## src/rtl/irq_resolve_pkg.sv

```systemverilog
package irq_resolve_pkg;
  localparam int BANK_W     = 32;
  localparam int BASIC_SRC  = 8;
  localparam int NUM_W      = 7;
  localparam int BASIC_USED = 21;
  localparam int SC1_N      = 5;
  localparam int SC2_N      = 6;
  localparam int SC_N       = SC1_N + SC2_N;
  localparam int SUM1_BIT   = 8;
  localparam int SUM2_BIT   = 9;
  localparam int SC_BASE    = 10;
  localparam int BANK1_BASE = BASIC_SRC;
  localparam int BANK2_BASE = BASIC_SRC + BANK_W;
  localparam int IDX_W      = $clog2(BANK_W);

  typedef struct packed {
    logic             hit;
    logic [NUM_W-1:0] num;
  } pick_t;

  // Bank line served by shortcut slot k (slot order is priority order)
  function automatic logic [IDX_W-1:0] sc_line(input int k);
    case (k)
      0: return IDX_W'(7);
      1: return IDX_W'(9);
      2: return IDX_W'(10);
      3: return IDX_W'(18);
      4: return IDX_W'(19);
      5: return IDX_W'(21);
      6: return IDX_W'(22);
      7: return IDX_W'(23);
      8: return IDX_W'(24);
      9: return IDX_W'(25);
      default: return IDX_W'(30);
    endcase
  endfunction

  function automatic logic [NUM_W-1:0] sc_flat(input int k);
    if (k < SC1_N) return NUM_W'(BANK1_BASE) + NUM_W'(sc_line(k));
    return NUM_W'(BANK2_BASE) + NUM_W'(sc_line(k));
  endfunction

  // Lines of a bank (1 or 2) reachable through a shortcut
  function automatic logic [BANK_W-1:0] sc_mask(input int bank);
    logic [BANK_W-1:0] m = '0;
    for (int k = 0; k < SC_N; k++) begin
      if ((bank == 1 && k < SC1_N) || (bank == 2 && k >= SC1_N))
        m[sc_line(k)] = 1'b1;
    end
    return m;
  endfunction

  // Index of lowest set bit; zero when none
  function automatic logic [IDX_W-1:0] low_idx(input logic [BANK_W-1:0] v);
    logic [IDX_W-1:0] r = '0;
    for (int i = BANK_W - 1; i >= 0; i--) begin
      if (v[i]) r = IDX_W'(i);
    end
    return r;
  endfunction
endpackage

```

## src/rtl/irq_basic_pick.sv

```systemverilog
module irq_basic_pick
  import irq_resolve_pkg::*;
#(
  parameter int SRC_N = BASIC_SRC
) (
  input  logic [SRC_N-1:0] src,
  output pick_t            pick
);
  always_comb begin
    pick.hit = |src;
    pick.num = NUM_W'(low_idx(BANK_W'(src)));
  end
endmodule

```

## src/rtl/irq_shortcut_pick.sv

```systemverilog
module irq_shortcut_pick
  import irq_resolve_pkg::*;
(
  input  logic [SC_N-1:0] sc,
  output pick_t           pick
);
  logic [NUM_W-1:0] flat [SC_N];

  for (genvar k = 0; k < SC_N; k++) begin : g_flat
    assign flat[k] = sc_flat(k);
  end

  always_comb begin
    pick.hit = |sc;
    pick.num = '0;
    for (int k = SC_N - 1; k >= 0; k--) begin
      if (sc[k]) pick.num = flat[k];
    end
  end
endmodule

```

## src/rtl/irq_bank_scan.sv

```systemverilog
module irq_bank_scan
  import irq_resolve_pkg::*;
#(
  parameter int BANK_SEL = 1,
  parameter int BASE     = BANK1_BASE
) (
  input  logic              flagged,
  input  logic [BANK_W-1:0] pend,
  output pick_t             pick
);
  localparam logic [BANK_W-1:0] SKIP = sc_mask(BANK_SEL);

  logic [BANK_W-1:0] masked;

  always_comb begin
    masked   = pend & ~SKIP;
    pick.hit = flagged && (|masked);
    pick.num = pick.hit ? (NUM_W'(BASE) + NUM_W'(low_idx(masked))) : '0;
  end
endmodule

```

## src/rtl/irq_resolver.sv

```systemverilog
module irq_resolver
  import irq_resolve_pkg::*;
#(
  parameter bit OUT_REG = 1'b1
) (
  input  logic              clk,
  input  logic              rst_n,
  input  logic [BANK_W-1:0] basic_pend,
  input  logic [BANK_W-1:0] bank1_pend,
  input  logic [BANK_W-1:0] bank2_pend,
  output logic [NUM_W-1:0]  irq_num,
  output logic              irq_valid
);
  pick_t basic_pk, sc_pk, b1_pk, b2_pk;

  // Named stage selections, brought out for the checker
  logic             sel_basic, sel_sc, sel_b1, sel_b2;
  logic             res_valid;
  logic [NUM_W-1:0] res_num;

  irq_basic_pick #(.SRC_N(BASIC_SRC)) u_basic (
    .src  (basic_pend[BASIC_SRC-1:0]),
    .pick (basic_pk)
  );

  irq_shortcut_pick u_sc (
    .sc   (basic_pend[SC_BASE +: SC_N]),
    .pick (sc_pk)
  );

  irq_bank_scan #(.BANK_SEL(1), .BASE(BANK1_BASE)) u_b1 (
    .flagged (basic_pend[SUM1_BIT]),
    .pend    (bank1_pend),
    .pick    (b1_pk)
  );

  irq_bank_scan #(.BANK_SEL(2), .BASE(BANK2_BASE)) u_b2 (
    .flagged (basic_pend[SUM2_BIT]),
    .pend    (bank2_pend),
    .pick    (b2_pk)
  );

  always_comb begin
    sel_basic = basic_pk.hit;
    sel_sc    = !basic_pk.hit && sc_pk.hit;
    sel_b1    = !basic_pk.hit && !sc_pk.hit && b1_pk.hit;
    sel_b2    = !basic_pk.hit && !sc_pk.hit && !b1_pk.hit && b2_pk.hit;
    res_valid = sel_basic | sel_sc | sel_b1 | sel_b2;
    unique case (1'b1)
      sel_basic: res_num = basic_pk.num;
      sel_sc:    res_num = sc_pk.num;
      sel_b1:    res_num = b1_pk.num;
      sel_b2:    res_num = b2_pk.num;
      default:   res_num = '0;
    endcase
  end

  if (OUT_REG) begin : g_reg
    always_ff @(posedge clk or negedge rst_n) begin
      if (!rst_n) begin
        irq_valid <= 1'b0;
        irq_num   <= '0;
      end else begin
        irq_valid <= res_valid;
        irq_num   <= res_num;
      end
    end
  end else begin : g_comb
    assign irq_valid = res_valid;
    assign irq_num   = res_num;
  end
endmodule

```

## config.mk

```make
export PLATFORM = sky130hd
export DESIGN_NAME = irq_resolver
export DESIGN_NICKNAME = d
export VERILOG_FILES = /design/src/rtl/irq_resolve_pkg.sv /design/src/rtl/irq_basic_pick.sv /design/src/rtl/irq_shortcut_pick.sv /design/src/rtl/irq_bank_scan.sv /design/src/rtl/irq_resolver.sv
export SDC_FILE = /design/constraint.sdc
export NUM_CORES = 1
export LEC_CHECK = 0
export BUFFER_PORTS_ARGS = -buffer_cell sky130_fd_sc_hd__buf_4
export CAP_MARGIN = 20
export CORE_ASPECT_RATIO = 1.75
export CORE_MARGIN = 4
export CORE_UTILIZATION = 35
export CTS_BUF_LIST = sky130_fd_sc_hd__clkbuf_4
export DETAILED_ROUTE_END_ITERATION = 8
export PLACE_DENSITY = 0.75
export SYNTH_ARGS = -nofsm -noshare
export SYNTH_HDL_FRONTEND = slang
export SYNTH_SLANG_ARGS = --single-unit
```

## constraint.sdc

```tcl
create_clock -name clk -period 1.05 [get_ports clk]
set_input_delay 0.105 -clock clk [delete_from_list [all_inputs] [get_ports clk]]
set_output_delay 0.105 -clock clk [all_outputs]
set_load 0.01 [all_outputs]
```

==> results of run 1 <==
[cells in the mapped netlist (all sizes together)]
cell type,n
o22a,1
ha,2
nand4,3
o41a,1
nor2b,3
a311o,1
nor4,16
o21bai,3
nor3,16
a31oi,6
dfrtp,8
a221oi,3
o211ai,4
o21a,1
a21boi,3
o21ai,15
o221ai,1
a211oi,5
o31ai,1
nand3,5
or4,2
nand2b,4
nor2,25
a21oi,11
o311ai,4
o41ai,1
inv,16
or3,4
nand2,13
o32a,2
[state kept, by name (all words and copies together), names as in the netlist]
| name | flops |
|---|---|
| irq_valid | 1 |
| irq_num | 7 |
[per-stage QoR]
stage	utilization	cells	instance area, um^2
4_1_cts	0.853	407	2900
6_report	0.888	411	3020
2_1_floorplan	-	180	1320
3_3_place_gp	0.783	396	2660
3_5_place_dp	0.783	396	2660
5_1_grt	0.888	411	3020
[layout by cell type (no fill, tap or decap), drive strengths merged, types with 3 or more instances in the layout]
cell and instances:
inv 16, nand2b 4, or3 4, nor3 16
a31oi 6, nor2 25, nand3 5, a21boi 3
nand4 3, nor4 16, dfrtp 8, o21bai 3
a211oi 5, o21ai 15, buf 182, a221oi 3
a21oi 11, nand2 13, o311ai 4, o211ai 4
clkbuf 3, nor2b 3
[routing by layer]
| layer | GRT usage | routed length (um) | share of wire |
|---|---|---|---|
| met2 | 0.548 | 3890 | 0.57 |
| met1 | 0.217 | 2150 | 0.32 |
| met3 | 0.0275 | 331 | 0.049 |
| met5 | 0 | 0 | 0 |
| met4 | 0.174 | 410 | 0.060 |
[worst max-delay path: cells and delay by family]
| kind | cells | cell delay, ns |
|---|---|---|
| compound gates | 2 | 0.50 |
| buf+inv | 1 | 0.10 |
| simple gates | 4 | 0.87 |
[area by class of cell]
cell class / count / area, um^2 / area share
inverter: 16 / 60.1 / 0.0199
tap: 45 / 56.3 / 0.0186
sequential: 8 / 200 / 0.0663
clock buffer: 3 / 22.5 / 0.00746
timing repair buffer: 183 / 1420 / 0.471
multi-input combinational: 156 / 1260 / 0.417
[power by group through the flow]
stage               clock network (uW)  registers [uW]  logic (uW)
floorplan                            0             325         160
global placement                     0             321         734
detailed placement                   0             322         751
CTS                                232             317         818
global route                       255             316         926
finish                             230             317         868
[repair_timing]
| action | CTS | global route |
|---|---|---|
| endpoints found under the setup margin | 8 | 8 |
| hold buffers | 1 | 0 |
| buffers inserted | 7 | 4 |
| cloned | 0 | 0 |
| endpoints found under the hold margin | 8 | 0 |
| pin swaps | 15 | 10 |
| resized for setup | 28 | 16 |
[cell families (layout without fill, tap and decap cells)]
group,count (synthesis),after routing,synth area share
adder cells (fa/ha/maj),2,2,0.0201
AND/OR/NAND/NOR,91,91,0.404
flip-flops,8,8,0.161
AO/OA/AOI/OAI,63,63,0.367
buffers and inverters,16,202,0.0483
[path summary, 6_finish.rpt]
kind	from	to	slack, ns	cells after the start
min in group clk	basic_pend[14]	irq_num[6]	0.25	5
max	bank1_pend[16]	irq_num[2]	-0.38	7
max in group asynchronous	rst_n	irq_num[2]	0.72	2
min	rst_n	irq_valid	0.21	2
==> impl_results.md, run 1 <==
* Starting DRT DRC Count at 81
* Pins Over Slew Limit at 0
* Crit end category: flop
* Crit path max-delay cell type: nor4_4
* Root buffer cell: clkbuf_4
* Status: finished, violations left
* Min-delay worst type: input port to asynchronous set/reset pin
* Worst-case clock buffer depth at 2
* CTS tree: built
* Cells after Synth at 180
* Synthesized Nets at 280
* Via Count at 2,297
* Number of global-route vias before repair at 2,486
* CP max FO at 5
* Clock power share at 0.163
* Dpl ws at -0.662 ns
* Peak supply drop at 0.509 mV
* Placer Congestion at 0.875
* H-tree lvl count at 1
* Dominant cell type by area after synthesis: dfrtp_1
* Share of layout cells above drive strength 1 at 0.607
* Sequential Power Share at 0.224
* Post-Route WL at 6790 um
* Failing checks: setup timing
* Starting density of the core at 0.366
* Syn avg cell area at 6.90 um^2
* Core area at 0.00340 mm^2
* Tcrit/Tclk final at 1.36
* Nets at 468
* Clock sinks at 8
* CP startpoint kind: input port
* Total power at 1420 uW
* DRT antenna net count at 0
* Routed WL per cell at 16.5 um
* Max-slew headroom at 0.707
* Flop and latch count out of synthesis at 8
* Share of total power in combinational logic at 0.613
* Die Y at 86.8 um
* Post-synth cell types at 39
* Crit path cell chain: buf_6 -> nor4_4 -> nand4_1 -> o21ai_4 -> nor2b_4 -> nand2_4 -> o311ai_4
* Area delta synth->final at 143%
* Top cell type's share of synthesized area at 0.161
* Detail Placement HPWL at 4680 um
* Inserted Clock Buffers at 3
* Net Sw Power at 470 uW
* WP data required at 1.21 ns
* Largest net degree at the start of global routing at 9
* Hold violation count in the final report at 0
* Register area share after synthesis at 0.161
* Slew @ Worst Pin at 0.437 ns
* Count of final setup violators at 8
* Site Rows at 28
* Worst hold slack at 0.210 ns
* N_diodes at 0
* Switch share at 0.332
* Maxcap violations at 0
* Fill cells at 178
* Max incr delay on CP at 0.33 ns
* Drt pass-1 iters at 4
* Clk pin slew, worst setup/hold paths at 0.05 ns
* Unrepaired setup endpoints after global routing: true
* YS warnings at 0
* Internal power at 945 uW
* Total negative slack at -2.62 ns
* Die W at 53.0 um
* Congestion Overflow GR at 0
* Fmax at 0.701 GHz
* Mapped Area at 0.00124 mm^2
* Vias per inst at 5.59
* First-pass GRT wire length at 9570 um
* Residual DRC at 0
* Initial antenna violation count at 0
* DIE AREA at 0.00460 mm^2
* Setup WS post-layout at -0.377 ns
* Tot GR Track Use at 0.267
* PortBufs at 83
* I/O pin count at 106
* WP data arrival at 1.58 ns
* WS Path Type: input port to flop
* Pleak at 0.00139 uW
* Synth top area cells: dfrtp_1 16%, nor2_1 7.6%, nor3_1 6.4%
* Tmin final at 1.43 ns
* Pwr/cell area at 469 mW/mm^2
(Power assumes the default switching activity.)
==> run 2: changes to the inputs <==
Clock period 1.05 ns to 1.75 ns, I/O delays scaled along.
==> run 2 against run 1 <==
The flow now finishes without violations. Combinational power decreased by 61%. Setup slack better by 0.55 ns. Via count down 21%. Routed wire length shrank 37%. Critical path depth unchanged. Sequential power down 40%. Utilization is 24 points lower. Largest power group unchanged. Sequential share of layout area increased by 2.5 points. Highest routed layer unchanged. Final cell count shrank 16%. Non-clock buffer count down 67. Die area stayed put.
==> impl_results.md, run 2 (synthesized netlist as in run 1, its figures left out) <==
* Max incr delay on CP at 0.43 ns
* Routed WL per cell at 12.4 um
* Hold violation count in the final report at 0
* Initial antenna violation count at 0
* Detail Placement HPWL at 3910 um
* WP data arrival at 1.72 ns
* Site Rows at 28
* Vias per inst at 5.25
* Regs by FF count: irq_num: 7 flops, irq_valid: 1 flops
* Count of final setup violators at 0
* Commonest non-fill, non-tap cell in the layout: buf_4
* Largest register FFs at 7
* Tot GR Track Use at 0.194
* Largest net degree at the start of global routing at 9
* CP startpoint kind: input port
* Total negative slack at 0 ns
* Post-Route WL at 4280 um
* Commonest cells after routing, fill and taps aside: 115 x buf_4, 25 x nor2_1, 16 x nor3_1, 16 x inv_1, 14 x o21ai_0
* Area delta synth->final at 76.6%
* Min-delay worst type: input port to asynchronous set/reset pin
* First-pass GRT wire length at 7090 um
* Pleak at 0.00101 uW
* Starting density of the core at 0.366
* Peak supply drop at 0.208 mV
* Die W at 53.0 um
* N_diodes at 0
* I/O pin count at 106
* Largest Register: irq_num
* Sequential Power Share at 0.287
* Worst-case clock buffer depth at 2
* Root buffer cell: clkbuf_4
* Slew @ Worst Pin at 0.407 ns
* Tmin final at 1.58 ns
* Multi-input gate area at 982 um^2
* Number of global-route vias before repair at 1,850
* Status: finished clean
* Seq. cell area at 200 um^2
* Crit end category: flop
* H-tree lvl count at 1
* Pins Over Slew Limit at 0
* Clock power share at 0.196
* Switch share at 0.297
* Layout Cells excl Fill at 344
* Inserted Clock Buffers at 3
* WS Path Type: input port to flop
* DRT antenna net count at 0
* Max-slew headroom at 0.726
* Pwr/cell area at 301 mW/mm^2
* Net Sw Power at 197 uW
* Placed insts at 340
* Unrepaired setup endpoints after global routing: false
* Tcrit/Tclk final at 0.900
* WP data required at 1.90 ns
* DIE AREA at 0.00460 mm^2
* PortBufs at 83
* CP max FO at 5
* Fill cells at 307
* Clk pin slew, worst setup/hold paths at 0.05 ns
* Share of layout cells above drive strength 1 at 0.438
* Share of total power in combinational logic at 0.517
* Internal power at 465 uW
* Crit path max-delay cell type: or3_4
* Starting DRT DRC Count at 37
* Residual DRC at 0
* Placer Congestion at 0.815
* Clock sinks at 8
* Core area at 0.00340 mm^2
* Via Count at 1,805
* Die Y at 86.8 um
* CTS tree: built
* Drt pass-1 iters at 4
* Crit path cell chain: buf_4 -> nor4_2 -> nand3_2 -> or3_4 -> nor2b_4 -> nand2_4 -> o311ai_4
* Congestion Overflow GR at 0
* Fmax at 0.635 GHz
* Nets at 401
* Maxcap violations at 0
-- run 2: metrics by stage --
step / hold slack [ns] / instance area, um^2 / power, uW / setup slack (ns) / util
global route: 0.279 / 2190 / 716 / 0.0521 / 0.646
global placement: -0.00820 / 2160 / 529 / -0.0519 / 0.636
floorplan: -0.121 / 1240 / 287 / 0.111 / -
finish: 0.280 / 2190 / 661 / 0.175 / 0.646
detailed placement: -0.00485 / 2160 / 534 / -0.0763 / 0.636
CTS: 0.276 / 2190 / 668 / 0.178 / 0.646
-- run 2: worst paths after layout --
| kind | to | slack (ns) | cells after the start | start |
|---|---|---|---|---|
| max | irq_num[2] | 0.17 | 7 | basic_pend[1] |
| min | irq_num[5] | 0.28 | 2 | rst_n |
| max in group asynchronous | irq_num[1] | 1.35 | 2 | rst_n |
| min in group clk | irq_num[6] | 0.28 | 4 | basic_pend[11] |
-- run 2: cell type report --
cell class / instances / share of cell area
Sequential cell: 8 / 0.0912
Timing Repair Buffer: 116 / 0.398
Inverter: 16 / 0.0274
Clock buffer: 3 / 0.0103
Multi-Input combinational cell: 156 / 0.448
Tap cell: 45 / 0.0257
-- run 2: per-layer routing --
| layer | wire [um] | vias to the layer above | GRT usage |
|---|---|---|---|
| li1 | - | 945 | - |
| met1 | 1440 | 809 | 0.181 |
| met2 | 2620 | 45 | 0.408 |
| met3 | 170 | 6 | 0.0172 |
| met4 | 46 | 0 | 0.0535 |
| met5 | 0 | - | 0 |
-- run 2: critical path, delay by kind of cell --
family	cells	cell delay, ns
buffers and inverters	1	0.12
AO/OA/AOI/OAI	1	0.24
AND/OR/NAND/NOR	5	1.17
-- run 2: repair_timing --
item / in CTS / in global routing
endpoints found under the hold margin: 8 / 0
setup buffers: 0 / 0
resized for setup: 0 / 0
hold buffers: 1 / 0
-- run 2: power by group through the flow --
stage | sequential [uW] | combinational (uW) | clock, uW
final | 190 | 342 | 130
after global routing | 190 | 379 | 147
after CTS | 190 | 343 | 135
after detailed placement | 193 | 341 | 0
after global placement | 193 | 336 | 0
after floorplan | 195 | 91.7 | 0
==> run 3: changes to the inputs <==
Settings changed: ABC_AREA set to 0, CAP_MARGIN 20 to 5, CORE_MARGIN 4 to 2.
==> run 3 against run 2 <==
Total power decreased by 0.39%. Setup slack improved by 0.017 ns. Final cell count decreased by 1.5%. Cell area decreased by 1.7%. Combinational power decreased by 2%. Flip-flop and latch count unchanged. Die area decreased by 12%. Critical path depth unchanged. Routed wire length decreased by 3.1%. Clock power increased by 3%. Non-clock buffer count decreased by 5. Via count increased by 0.72%.
==> impl_results.md, run 3 (synthesized netlist as in run 1, its figures left out) <==
* Starting DRT DRC Count at 19
* Root buffer cell: clkbuf_4
* Detail Placement HPWL at 3650 um
* Hold violation count in the final report at 0
* CP endpoint: irq_num[2]
* Largest net degree at the start of global routing at 9
* CP max FO at 5
* Unrepaired setup endpoints after global routing: false
* Largest Register: irq_num
* Slew @ Worst Pin at 0.433 ns
* Tmin final at 1.56 ns
* Largest register FFs at 7
* Regs by FF count: irq_num: 7 flops, irq_valid: 1 flops
* DRT antenna net count at 0
* Worst Setup SP: basic_pend[1]
* Share of layout cells above drive strength 1 at 0.429
* GRT busiest layer: met2
* Routed WL per cell at 12.2 um
* Post-place instance area at 0.00212 mm^2
* PortBufs at 83
* H-tree lvl count at 1
* Crit end category: flop
* Area delta synth->final at 73.6%
* Post-Route WL at 4140 um
* Via Count at 1,818
* Commonest non-fill, non-tap cell in the layout: buf_4
* Pins Over Slew Limit at 0
* WS Path Type: input port to flop
* DIE AREA at 0.00406 mm^2
* Die Y at 82.8 um
* Min-delay worst type: input port to flop
* Util after Layout at 0.635
* Starting density of the core at 0.366
* Site Rows at 28
* Commonest cells after routing, fill and taps aside: 110 x buf_4, 25 x nor2_1, 16 x nor3_1, 16 x inv_1, 14 x o21ai_0
* Pleak at 0.000988 uW
* Count of final setup violators at 0
* First-pass GRT wire length at 7100 um
* Inserted Clock Buffers at 3
* Post-cts hold buffer count at 1
* Die W at 49.0 um
* Fmax at 0.642 GHz
* Tcrit/Tclk final at 0.891
* WP data arrival at 1.72 ns
* Residual DRC at 0
* Met3 GRT Util at 0.0126
* Initial antenna violation count at 0
* Max-slew headroom at 0.709
* Number of global-route vias before repair at 1,757
* WP data required at 1.91 ns
* Nets at 396
* Maxcap violations at 0
* Tot GR Track Use at 0.214
* Placer Congestion at 0.851
* Pwr/cell area at 305 mW/mm^2
* Post-CTS Setup Bufs at 0
* Core area at 0.00340 mm^2
* Congestion Overflow GR at 0
* Vias per inst at 5.36
* Met2 usage at 0.442
* CTS tree: built
* I/O pin count at 106
* Clk pin slew, worst setup/hold paths at 0.05 ns
* Peak supply drop at 0.229 mV
* CP startpoint kind: input port
* Drt pass-1 iters at 4
* Met1 Use GR at 0.209
* Status: finished clean
* Post-CTS sizing at 0
* Clock sinks at 8
* N_diodes at 0
* Final Instance Area at 0.00216 mm^2
* Worst-case clock buffer depth at 2
==> run 3: cell count changes in the layout (fill, tap and decap cells not counted), sizes merged <==
cell | before | now
buf | 115 | 110
==> run 3: final cells by class <==
| cell class | count | area, um^2 |
|---|---|---|
| Sequential cell | 8 | 200 |
| Timing Repair Buffer | 111 | 836 |
| Fill cell | 335 | 1240 |
| Inverter | 16 | 60.1 |
| Tap cell | 45 | 56.3 |
| Clock buffer | 3 | 22.5 |
| Multi-Input combinational cell | 156 | 982 |
==> run 3: worst min-delay path by stage <==
stage / startpoint / to / slack [ns] / cells past startpoint
floorplan: rst_n / irq_num[0] / -0.12 / 0
global placement: rst_n / irq_num[6] / -0.009 / 1
detailed placement: rst_n / irq_num[6] / -0.007 / 1
CTS: bank2_pend[0] / irq_num[1] / 0.22 / 3
global route: bank2_pend[0] / irq_num[1] / 0.23 / 3
finish: bank2_pend[0] / irq_num[1] / 0.23 / 3
==> run 3: metrics by stage <==
stage / TNS, ns / cells / total power (uW) / setup WS [ns] / hold slack (ns)
floorplan: 0 / 180 / 287 / 0.111 / -0.121
global placement: -0.130 / 335 / 521 / -0.0516 / -0.00899
detailed placement: -0.269 / 335 / 525 / -0.0776 / -0.00721
CTS: 0 / 339 / 668 / 0.189 / 0.221
global route: 0 / 339 / 713 / 0.0651 / 0.226
finish: 0 / 339 / 659 / 0.192 / 0.232
==> run 3: report_power, final <==
part | total (uW) | internal, uW | leakage (uW) | switching, uW
combinational | 334 | 191 | 0.000870 | 143
sequential | 190 | 189 | 0.000104 | 0.929
clock | 134 | 78.0 | 0.0000138 | 56.4
==> run 3: worst max-delay path, cell delays in order <==
cell and delay (ns):
buf_4 0.12, nor4_2 0.39, nand3_2 0.13, or3_4 0.44, nor2b_4 0.15, nand2_4 0.08, o311ai_4 0.24
==> run 3: routing by layer <==
| metal | up-vias | wire length (um) |
|---|---|---|
| li1 | 935 | - |
| met1 | 825 | 1460 |
| met2 | 51 | 2490 |
| met3 | 7 | 131 |
| met4 | 0 | 59 |
| met5 | - | 0 |
